===== config.mk =====
export PLATFORM = sky130hd
export DESIGN_NAME = stn_addr_cksum
export DESIGN_NICKNAME = d
export VERILOG_FILES = /design/src/rtl/stn_addr_cksum.sv
export SDC_FILE = /design/constraint.sdc
export NUM_CORES = 1
export LEC_CHECK = 0
export BUFFER_PORTS_ARGS = -buffer_cell sky130_fd_sc_hd__buf_2
export CAP_MARGIN = 20
export CORE_ASPECT_RATIO = 1.75
export CORE_UTILIZATION = 40
export CTS_CLUSTER_SIZE = 8
export DETAILED_ROUTE_END_ITERATION = 8
export GPL_ROUTABILITY_DRIVEN = 0
export GPL_TIMING_DRIVEN = 0
export PLACE_DENSITY = 0.57
export REMOVE_ABC_BUFFERS = 1
export SLEW_MARGIN = 5
export SYNTH_ARGS = -nofsm -noshare
export SYNTH_HDL_FRONTEND = slang
export SYNTH_SLANG_ARGS = --single-unit

===== constraint.sdc =====
create_clock -name clk -period 4.6 [get_ports clk]
set_input_delay 0.92 -clock clk [delete_from_list [all_inputs] [get_ports clk]]
set_output_delay 0.92 -clock clk [all_outputs]
set_load 0.03 [all_outputs]

===== src/rtl/stn_addr_cksum.sv =====
module stn_addr_cksum #(
  parameter int SUM_W = 18
) (
  input  logic        clk,
  input  logic        rst_n,
  input  logic        start,
  input  logic        byte_vld,
  input  logic [7:0]  byte_in,
  output logic        done,
  output logic        good,
  output logic [47:0] mac_out,
  output logic [15:0] sum_out
);
  localparam int NBYTES = 8;
  localparam int ABYTES = 6;
  localparam int CW     = $clog2(NBYTES + 1);
  localparam logic [SUM_W-1:0] MAXV = {{(SUM_W-16){1'b0}}, 16'hFFFF};

  logic [CW-1:0]    cnt_q;
  logic [SUM_W-1:0] sum_q;
  logic [7:0]       lo_q;
  logic [47:0]      mac_q;
  logic             done_q, good_q;

  wire take     = byte_vld && !start && (cnt_q < CW'(NBYTES));
  wire in_addr  = cnt_q < CW'(ABYTES);
  wire last     = cnt_q == CW'(NBYTES - 1);
  wire [15:0] word = {byte_in, lo_q};

  wire [SUM_W-1:0] dbl  = {sum_q[SUM_W-2:0], 1'b0};
  wire [SUM_W-1:0] red1 = (dbl > MAXV) ? dbl - MAXV : dbl;
  wire [SUM_W-1:0] add  = red1 + {{(SUM_W-16){1'b0}}, word};
  wire [SUM_W-1:0] red2 = (add > MAXV) ? add - MAXV : add;
  wire [15:0]      fin  = (sum_q[15:0] == 16'hFFFF) ? 16'h0000 : sum_q[15:0];

  always_ff @(posedge clk or negedge rst_n) begin
    if (!rst_n) begin
      cnt_q  <= '0;
      sum_q  <= '0;
      lo_q   <= '0;
      mac_q  <= '0;
      done_q <= 1'b0;
      good_q <= 1'b0;
    end else if (start) begin
      cnt_q  <= '0;
      sum_q  <= '0;
      lo_q   <= '0;
      mac_q  <= '0;
      done_q <= 1'b0;
      good_q <= 1'b0;
    end else begin
      done_q <= take && last;
      if (take) begin
        cnt_q <= cnt_q + 1'b1;
        if (!cnt_q[0]) lo_q <= byte_in;
        if (in_addr) mac_q <= {mac_q[39:0], byte_in};
        if (in_addr && cnt_q[0]) sum_q <= red2;
        if (last) good_q <= (word == fin);
      end
    end
  end

  assign done    = done_q;
  assign good    = good_q;
  assign mac_out = mac_q;
  assign sum_out = fin;

  a_r4_sum_in_range: assert property (@(posedge clk) disable iff (!rst_n)
    sum_q <= MAXV);

  a_r5_no_all_ones: assert property (@(posedge clk) disable iff (!rst_n)
    sum_out != 16'hFFFF);

  a_r7_done_one_cycle: assert property (@(posedge clk) disable iff (!rst_n)
    done |=> !done);

  a_r7_done_after_last: assert property (@(posedge clk) disable iff (!rst_n)
    $rose(done) |-> $past(byte_vld && !start && cnt_q == CW'(NBYTES - 1)));

  a_r1_start_clears: assert property (@(posedge clk) disable iff (!rst_n)
    start |=> (cnt_q == '0 && mac_out == '0 && sum_out == '0 && !done && !good));

  a_r8_extra_ignored: assert property (@(posedge clk) disable iff (!rst_n)
    (cnt_q == CW'(NBYTES) && !start) |=> ($stable(mac_out) && $stable(sum_out) && $stable(good) && !done));
endmodule


==> results of run 1 <==
## kinds of logic after synthesis
group,Yosys count,synth area share [%]
and+or+nand+nor,247,24.31
AOI/OAI and AO/OA,159,21.36
DFF,79,40.55
buffers and inverters,35,2.747
xor gates and xnor gates,30,5.390
adders and majority gates,19,5.031
muxes,3,0.6160
## power by group
part           switching (W)  internal (W)
registers          0.0000288      0.000713
logic               0.000178     0.0000930
clock network       0.000297      0.000426
## synth_stat cells, types with 3 or more instances
cell      instances  area [sq um]
a211o_1           4         35.03
a211oi_1          3         22.52
a21o_1            7         52.55
a21oi_1          71         355.3
a221o_1           3         30.03
a31oi_1           9         56.30
and2_1           20         125.1
and3_1            9         56.30
and4_1            3         26.28
clkbuf_1         24         90.09
dfrtp_1          79          1977
ha_1             18         225.2
inv_1             7         26.28
mux2i_1           3         30.03
nand2_1         135         506.7
nand2b_1          7         43.79
nand3_1           9         45.04
nand4_1          11         68.82
nor2_1           23         86.33
nor3_1            4         20.02
nor3b_1           5         37.54
nor4bb_1          5         50.05
o21a_1            3         22.52
o21ai_0          26         130.1
o32ai_1           5         43.79
or2_2             3         18.77
xnor2_1          20         175.2
xor2_1           10         87.58
## worst min-delay path by stage
| stage | start | end | slack, ns | depth (start not counted) |
|---|---|---|---|---|
| 3_5_place_dp | mac_out[40] | mac_out[40] | 0.51 | 2 |
| 3_3_place_gp | cnt_q[3] | cnt_q[3] | 0.49 | 2 |
| 6_report | rst_n | sum_q[0] | 0.45 | 1 |
| 2_1_floorplan | cnt_q[3] | cnt_q[3] | 0.47 | 2 |
| 5_1_grt | rst_n | cnt_q[1] | 0.46 | 1 |
| 4_1_cts | rst_n | cnt_q[1] | 0.45 | 1 |
## area by class of cell
class,count,area [sq um]
clock inverters,7,80.08
inverters,7,26.28
repair buffers,82,470.5
multi-input cells,458,2786
clock buffers,9,225.2
well taps,137,171.4
fillers,1168,6200
flip-flops and latches,79,1977
## routing by layer
layer  track usage, %  vias up  part of all wire [%]
li1                 -     2176                     -
met1            24.71     2132                    41
met2            38.04      120                    52
met3            3.350       34                   3.5
met4            11.33        0                   3.9
met5                0        -                     0
## flip-flops by register name, summed over array words and instances, names as in the netlist
name / cells
done: 1
cnt_q: 4
sum_q: 17
mac_out: 48
good: 1
lo_q: 8
## per-stage QoR
step	setup TNS, ns	setup WS [ns]	hold slack (ns)	util (%)
floorplan	0	0.2716	0.4705	-
detailed placement	0	0.6223	0.5120	45.34
CTS	0	0.8519	0.4502	47.89
finish	0	0.8563	0.4502	48.06
global placement	-24.38	-1.638	0.4900	44.60
global route	0	0.6810	0.4561	48.06
==> out/qor.txt, run 1 <==
Post-synthesis sequential area ratio = 40.55%
Worst hold path type = in2async
Clk root buf = clkbuf_16
Initial antenna violation count = 0
Most frequent cells in the layout = nand2_1 (135), dfrtp_1 (79), buf_2 (76), a21oi_1 (69), o21ai_0 (25)
Crit share post-route = 81.38%
Non-Filler Instances = 779
Design Area, Final = 5737 sq um
Starting Density = 40.84%
# DRC = 0
Cell Chain, Critical Path = or2_2, ha_1, fa_1, a211oi_1, o21ai_2, a41oi_1, xnor2_1, nand4_1, a2111oi_4, nand3_1, a221o_1
Port buffer count = 77
Slew @ Worst Pin = 0.8812 ns
Crit-path max cell delay = 0.49 ns
FP Rows = 53
Largest delay contributor family on the critical path = compound AO/OA/AOI/OAI gates
Peak supply drop = 0.1369 mV
Post-synth EDFFs = 0
Post-synthesis async set-or-reset flop share = 100.0%
Worst-path clk slew = 0.06 ns
First-iteration detailed-routing DRC count = 248
Pins Over Slew Limit = 0
Layout cells sized above 1 = 18.07%
Crit Reg-Reg Endpoint = sum_q[16]
Largest net degree at the start of global routing = 66
Number of distinct library cells after synthesis = 62
Req. time, crit path = 4.82 ns
Placeable Area = 11940 sq um
Static leakage = 2.627 nW
Synth warn = 0
Area Overhead vs Synth = 17.68%
Seq cells post-synth = 79
Crit Path Max Fanout = 5
Io pins = 78
Final min period = 3.744 ns
Bufs on Longest Clock Path = 2
Dpl hpwl = 9655 um
WL final = 13020 um
Setup crit end kind = register
Total gr overflow = 0
Stages on the worst setup path = 11
Rel. slew slack = 40.80%
Sink Count = 79
Synth Flop Type = dfrtp_1
Drt wl/cell = 16.72 um
Die Height = 148.0 um
CTS tree = built
Outcome = finished clean
Mapped Area = 4875 sq um
Instance count of the mapped netlist = 572
Startpoint types = register
CTS H-Tree Depth = 3
Via Count = 4462
R2r setup slk = 0.86 ns
CTS resizes = 0
Worst Path Buf+Inv = 0
Most common cell after layout, fill and taps aside = nand2_1
Final Hold Fails = 0
DIE AREA = 12650 sq um
First-pass GRT wire length = 21400 um
Die width = 85.45 um
RSZ-0062 raised after global routing = false
Antenna Cells = 0
CP startpoint = sum_q[15]
1st-pass router iterations = 4
Area post-placement = 5411 sq um
Via density = 5.728
F_max = 267.1 MHz
Power per cell area = 302.6 nW/um^2
Number of global-route vias before repair = 4267
Clock skew = 0.006454 ns
Crit path max-delay cell type = a2111oi_4
GR Util All Layers = 21.55%
Hold Buf Count CTS = 0
MaxCap Viol Count = 0
Total CTS buffers = 9
Critical Path End = sum_q[16]
Skew-Pair Late Insertion Delay = 0.33 ns
Synth Area per Inst = 8.522 sq um
Worst EP arrival = 3.96 ns
Final setup fails = 0
Placed insts = 762
Reg2reg start = sum_q[15]
Setup CP Type = reg2reg
Post-CTS Repair Setup Buffers = 0
Reg2Reg Depth = 11
Post-DRT Antenna Nets = 0
Final #Nets = 668
Total Power = 0.001736 W
Power figures use the tool's default switching activity.
==> run 2, diff against run 1 <==
Settings changed: ABC_AREA set to 1, PLACE_DENSITY 0.57 to 0.59.
Clock period 4.6 ns to 3 ns, I/O delays scaled along.
==> run 2 against run 1 <==
  * Clock-buffer cell count grew 1
  * Power grew 76%
  * Utilization grew 1.2 points
  * Worst setup slack lost 0.68 ns
  * Sequential power grew 56%
  * Area after synthesis grew 6.7%
  * First-iteration DRC count grew 27%
  * Global-route usage grew 3.5 points
  * Cell count grew 27%
  * Hold slack lost 0.33 ns
  * Fmax grew 32%
==> out/qor.txt, run 2 <==
Outcome = finished clean
Cell repeated most along the worst path = nand2_2
Synth Flop Type = dfrtp_1
Crit-path max cell delay = 0.45 ns (-0.04 ns)
Worst-path clk slew = 0.06 ns (about the same)
CTS tree = built
Post-synthesis sequential area ratio = 38.02% (-2.5 points)
Mapped Area = 5200 sq um (+6.7%)
Synth warn = 0 (unchanged)
Max reg flops = 48 (unchanged)
Area post-placement = 5772 sq um (+6.7%)
Startpoint types = register
Crit share post-route = 94.27% (+13 points)
Area Overhead vs Synth = 19.06%
Synth top area share = 38.02% (-2.5 points)
Crit path max-delay cell type = dfrtp_2
Slew @ Worst Pin = 0.7814 ns (-0.09981 ns)
Instance count of the mapped netlist = 744 (+30%)
Bufs on Longest Clock Path = 2 (unchanged)
Post-DRT Antenna Nets = 0 (unchanged)
Power per cell area = 494.5 nW/um^2 (+63%)
Peak supply drop = 0.2524 mV (+84%)
Final core utilization = 49.26% (+1.2 points)
Most frequent cells in the layout = nand2_1 (192), inv_1 (126), dfrtp_1 (78), buf_2 (76), nand3_1 (71)
Crit Path Max Fanout = 5 (unchanged)
F_max = 353.6 MHz (+32%)
Drt wl/cell = 16.53 um (-1.1%)
Starting Density = 41.38% (+0.54 points)
1st-pass router iterations = 5 (+1)
WHS = 0.1232 ns (-0.3270 ns)
Number of global-route vias before repair = 5276 (+24%)
Setup crit end kind = register
Clock skew = 0.005742 ns (-0.0007113 ns)
First-iteration detailed-routing DRC count = 314 (+27%)
Rel. slew slack = 47.62% (+6.8 points)
Static leakage = 3.231 nW (+23%)
Total CTS buffers = 9 (unchanged)
Total Power = 0.003061 W (+76%)
MaxCap Viol Count = 0 (unchanged)
First-pass GRT wire length = 25760 um (+20%)
Io pins = 78 (unchanged)
Layout cells sized above 1 = 18.81% (+0.74 points)
Detail Route met2 WL = 8737 um (+30%)
Dpl hpwl = 12410 um (+29%)
Initial antenna violation count = 0 (unchanged)
Synth top area cells = dfrtp_1 (38%), nand2_1 (14%), inv_1 (9.2%)
Worst EP arrival = 3.04 ns (-0.92 ns)
Seq cells post-synth = 79 (unchanged)
Worst hold path type = in2async
GR Util All Layers = 25.05% (+3.5 points)
RSZ-0062 raised after global routing = false
Post-synthesis async set-or-reset flop share = 100.0% (unchanged)
Clk root buf = clkbuf_16
Req. time, crit path = 3.21 ns (-1.61 ns)
Met3 WL = 834 um (+83%)
Final #Nets = 850 (+27%)
Largest net degree at the start of global routing = 65 (-1.5%)
Number of distinct library cells after synthesis = 36 (-42%)
Die width = 88.19 um (+3.2%)
Count leader, synth = nand2_1
Post-synth top cells = nand2_1 (196), inv_1 (128), dfrtp_1 (79), nand3_1 (74)
Sink Count = 79 (unchanged)
WL final = 16400 um (+26%)
CTS H-Tree Depth = 3 (unchanged)
Skew-Pair Late Insertion Delay = 0.34 ns (about the same)
Post-synth EDFFs = 0 (unchanged)
Via Count = 5221 (+17%)
Pins Over Slew Limit = 0 (unchanged)
Total gr overflow = 0 (unchanged)
FP Rows = 54 (+1.9%)
Final min period = 2.828 ns (-0.9156 ns)
Final setup fails = 0 (unchanged)
Port buffer count = 77 (unchanged)
Setup CP Type = reg2reg
Antenna Cells = 0 (unchanged)
DRT met1 WL = 5812 um (+9.4%)
Cell Chain, Critical Path = inv_2, nand2_1, ha_2, fa_2, nand2_2, nand2_2, nand3_2, nand2_2, nand2_2, nand2_2, nand2_1, nand2_2, nor2_2, nand2_1, nand4_1, o21ai_0
Setup TNS = 0 ns (unchanged)
Synth Area per Inst = 6.989 sq um (-18%)
Top sig layer = met4
Die Height = 152.8 um (+3.2%)
Via density = 5.263 (-8.1%)
Area leader, netlist = dfrtp_1
Placeable Area = 12570 sq um (+5.3%)
Filler cell count in the final layout = 1301 (+11%)
Design Area, Final = 6191 sq um (+7.9%)
Most common cell after layout, fill and taps aside = nand2_1
Final Hold Fails = 0 (unchanged)
DIE AREA = 13480 sq um (+6.5%)
# DRC = 0 (unchanged)
==> run 2: cell types whose count changed after synthesis, moves of 17 or more <==
cell | previous run | this run
a21oi_1 | 71 | 11
inv_1 | 7 | 128
nand2_1 | 135 | 196
nand2_2 | 0 | 17
nand3_1 | 9 | 74
nor2_1 | 23 | 55
o21ai_0 | 26 | 55
o31ai_1 | 2 | 24
xnor2_1 | 20 | 2
==> run 2: cell type report <==
class                   count  area [sq um]  share of cell area, %
clock buffers              10         229.0                  3.698
clock inverters             6         93.84                  1.516
inverters                 132         499.2                  8.064
multi-input cells         515          2718                  43.90
flip-flops and latches     79          1978                  31.95
well taps                 168         210.2                  3.395
repair buffers             81         457.9                  7.397
repair inverters            1         5.005                0.08084
==> run 2: power by group <==
part	leakage (nW)	switching (W)	internal, W	total (W)
clock network	0.153	0.000447	0.000735	0.00118
registers	1.08	0.0000471	0.00111	0.00116
logic	2.00	0.000519	0.000203	0.000723
total	3.23	0.00101	0.00205	0.00306
==> run 2: worst max-delay path, delay by kind of cell, from the launching register on <==
| family | cells | cell delay [ns] |
|---|---|---|
| compound gates | 1 | 0.08 |
| buf+inv | 1 | 0.09 |
| flops | 1 | 0.45 |
| fa+ha+maj | 2 | 0.61 |
| simple gates | 12 | 1.48 |
==> run 2: timing repair <==
item / 4_1_cts / 5_1_grt
pin swaps: 0 / 2
resized for setup: 7 / 16
hold buffers: 0 / 0
setup buffers: 1 / 0
setup endpoints to repair: 41 / 17
gates cloned: 1 / 1
==> run 2: logic make-up after synthesis <==
kind of cell               Yosys count  share of synthesized area (%)
DFF                                 79                          38.02
xor gates and xnor gates             7                          1.179
buffers and inverters              151                          11.24
adders and majority gates           19                          4.716
and+or+nand+nor                    384                          33.25
AOI/OAI and AO/OA                  104                          11.60
==> run 2: worst paths after layout <==
kind                                  start           to  slack, ns  cells after the start
worst min register to register  mac_out[40]  mac_out[40]       0.48                      2
max in group asynchronous             rst_n    sum_q[15]       2.26                      2
min in group clk                mac_out[40]  mac_out[40]       0.48                      2
worst max-delay path              sum_q[15]     sum_q[3]       0.17                     16
worst min-delay path                  rst_n  mac_out[35]       0.12                      1
worst max register to register    sum_q[15]     sum_q[3]       0.17                     16
==> run 2: layer usage <==
layer	GRT usage, %	up-vias
li1	-	2532
met1	25.43	2451
met2	45.68	184
met3	3.996	54
met4	15.75	0
met5	0	-
==> run 2: metrics by stage <==
stage | cells | worst slack [ns]
2_1_floorplan | 725 | -0.1212
3_3_place_gp | 970 | -2.031
3_5_place_dp | 973 | -1.610
4_1_cts | 991 | 0.006392
5_1_grt | 992 | 0.001388
6_report | 992 | 0.1719
==> run 3, diff against run 2 <==
Settings changed: REMOVE_ABC_BUFFERS 1 to not set.
==> run 3 against run 2 <==
  * Power is 3.7% lower
  * Worst setup slack worse by 0.0044 ns
  * First-iteration DRC count is 38% lower
  * Routed wire length is 3.7% higher
==> out/qor.txt, run 3 (synthesis gave the netlist of run 2 again) <==
Outcome = finished clean
Die width = 88.19 um (unchanged)
Filler cell count in the final layout = 1321 (+1.5%)
Total gr overflow = 0 (unchanged)
Final min period = 2.832 ns (+0.004373 ns)
Worst-path clk slew = 0.07 ns (about the same)
Sw Ratio = 35.60% (+2.5 points)
Post-DRT Antenna Nets = 0 (unchanged)
Worst hold path type = in2async
Final #Nets = 864 (+1.6%)
Final Hold Fails = 0 (unchanged)
Most frequent cells in the layout = nand2_1 (195), inv_1 (128), dfrtp_1 (78), buf_2 (77), nand3_1 (74)
MaxCap Viol Count = 0 (unchanged)
Via density = 5.153 (-2.1%)
Non-Filler Instances = 1006 (+1.4%)
Setup crit end kind = register
Port buffer count = 76 (-1.3%)
F_max = 353.0 MHz (-0.15%)
Clock skew = 0.006105 ns (+0.0003625 ns)
GR Util All Layers = 26.49% (+1.4 points)
Crit Path Max Fanout = 5 (unchanged)
FP Rows = 54 (unchanged)
Area Overhead vs Synth = 18.17%
WL final = 17000 um (+3.7%)
Io pins = 78 (unchanged)
First-iteration detailed-routing DRC count = 194 (-38%)
Layout cells sized above 1 = 17.30% (-1.5 points)
Sink Count = 79 (unchanged)
Setup CP Type = reg2reg
Most common cell after layout, fill and taps aside = nand2_1
Peak supply drop = 0.2496 mV (-1.1%)
Startpoint types = register
CTS tree = built
Total CTS buffers = 9 (unchanged)
Drt wl/cell = 16.90 um (+2.2%)
Clk root buf = clkbuf_16
# DRC = 0 (unchanged)
Number of global-route vias before repair = 5342 (+1.3%)
Pins Over Slew Limit = 0 (unchanged)
Logic gate share of total power = 24.6% (+1.0 points)
CP startpoint = sum_q[15]
Final core utilization = 48.89% (-0.37 points)
Dpl hpwl = 13890 um (+12%)
Req. time, crit path = 3.23 ns (+0.02 ns)
DIE AREA = 13480 sq um (unchanged)
Power per cell area = 479.9 nW/um^2 (-2.9%)
Crit share post-route = 94.42% (+0.15 points)
Reg2reg start = sum_q[15]
Die Height = 152.8 um (unchanged)
Slew @ Worst Pin = 0.6599 ns (-0.1215 ns)
Internal Pwr Total = 0.001899 W (-7.3%)
Syn Nets = 775
Static leakage = 3.244 nW (+0.38%)
Clock power frac = 36.2% (-2.4 points)
Worst EP arrival = 3.06 ns (+0.02 ns)
Final setup fails = 0 (unchanged)
Bufs on Longest Clock Path = 2 (unchanged)
Skew-Pair Late Insertion Delay = 0.34 ns (about the same)
CTS H-Tree Depth = 3 (unchanged)
Setup TNS = 0 ns (unchanged)
Placeable Area = 12570 sq um (unchanged)
NetSw = 0.001050 W (+3.6%)
Antenna Cells = 0 (unchanged)
Max reg flops = 48 (unchanged)
Placed insts = 989 (+1.6%)
1st-pass router iterations = 5 (unchanged)
Via Count = 5184 (-0.71%)
Rel. slew slack = 56.01% (+8.4 points)
Sequential share of power = 39.2% (+1.4 points)
Largest net degree at the start of global routing = 63 (-3.1%)
First-pass GRT wire length = 26720 um (+3.8%)
Initial antenna violation count = 0 (unchanged)
Starting Density = 41.38% (unchanged)
-- run 3: cell types whose count changed in the layout (fill, tap and decap cells not counted), sizes merged --
cell / before / now
buf: 81 / 84
clkinvlp: 3 / 0
nor2: 66 / 65
clkinv: 2 / 1
bufinv: 2 / 0
clkbuf: 10 / 22
inv: 132 / 138
-- run 3: worst max-delay path: stages, from the launching register on --
cell and delay [ns]:
dfrtp_2 0.44, inv_1 0.10, nand2_1 0.12, ha_2 0.23
fa_2 0.55, ha_1 0.19, inv_1 0.06, nor2_1 0.14
nand3_1 0.17, nor2_4 0.17, nand3_1 0.11, nor2_2 0.19
nand3_1 0.09, nand3_1 0.10, nand2_1 0.05
-- run 3: worst paths after layout --
check / endpoint / slack, ns / depth (start not counted)
max: sum_q[14] / 0.17 / 14
min: mac_out[47] / 0.13 / 1
max reg2reg: sum_q[14] / 0.17 / 14
min reg2reg: mac_out[41] / 0.48 / 2
max in group asynchronous: sum_q[15] / 2.26 / 2
min in group clk: mac_out[41] / 0.48 / 2
-- run 3: area by class of cell --
class,instances,area (sq um),share of cell area [%]
buffer,19,88.84,1.446
clock buffer,9,225.2,3.665
clock inverter,7,60.06,0.9774
inverter,132,495.5,8.064
multi-input combinational,514,2656,43.23
sequential,79,1978,32.19
tap,168,210.2,3.421
timing repair buffer,78,430.4,7.005
-- run 3: per-stage QoR --
stage	worst slack, ns	total power [W]	cell area, sq um	hold slack [ns]
finish	0.1675	0.002949	6145	0.1279
global route	-0.001427	0.003098	6145	0.1271
CTS	0.008027	0.002946	6108	0.1264
detailed placement	0.007271	0.001885	5821	0.4650
global placement	0.06163	0.001870	5791	0.4589
floorplan	0.6119	0.001656	5200	0.3044
-- run 3: timing repair --
| action | in CTS | in global routing |
|---|---|---|
| pin swaps | 0 | 2 |
| endpoints found under the setup margin | 1 | 17 |
| hold buffers | 0 | 0 |
| resized for setup | 1 | 6 |
| setup buffers | 0 | 1 |
-- run 3: power by group through the flow --
stage                     combinational, W  sequential (W)  clock [W]
after floorplan                   0.000472         0.00118          0
after global placement            0.000697         0.00117          0
after detailed placement          0.000712         0.00117          0
after CTS                         0.000714         0.00115    0.00108
after global routing              0.000808         0.00116    0.00113
final                             0.000726         0.00116    0.00107
-- run 3: per-layer routing --
metal | GRT usage, % | vias up | routed length, um
met2 | 51.06 | 168 | 9454
met1 | 25.20 | 2419 | 5951
met3 | 3.132 | 47 | 603
li1 | - | 2550 | -
met5 | 0 | - | 0
met4 | 16.21 | 0 | 992
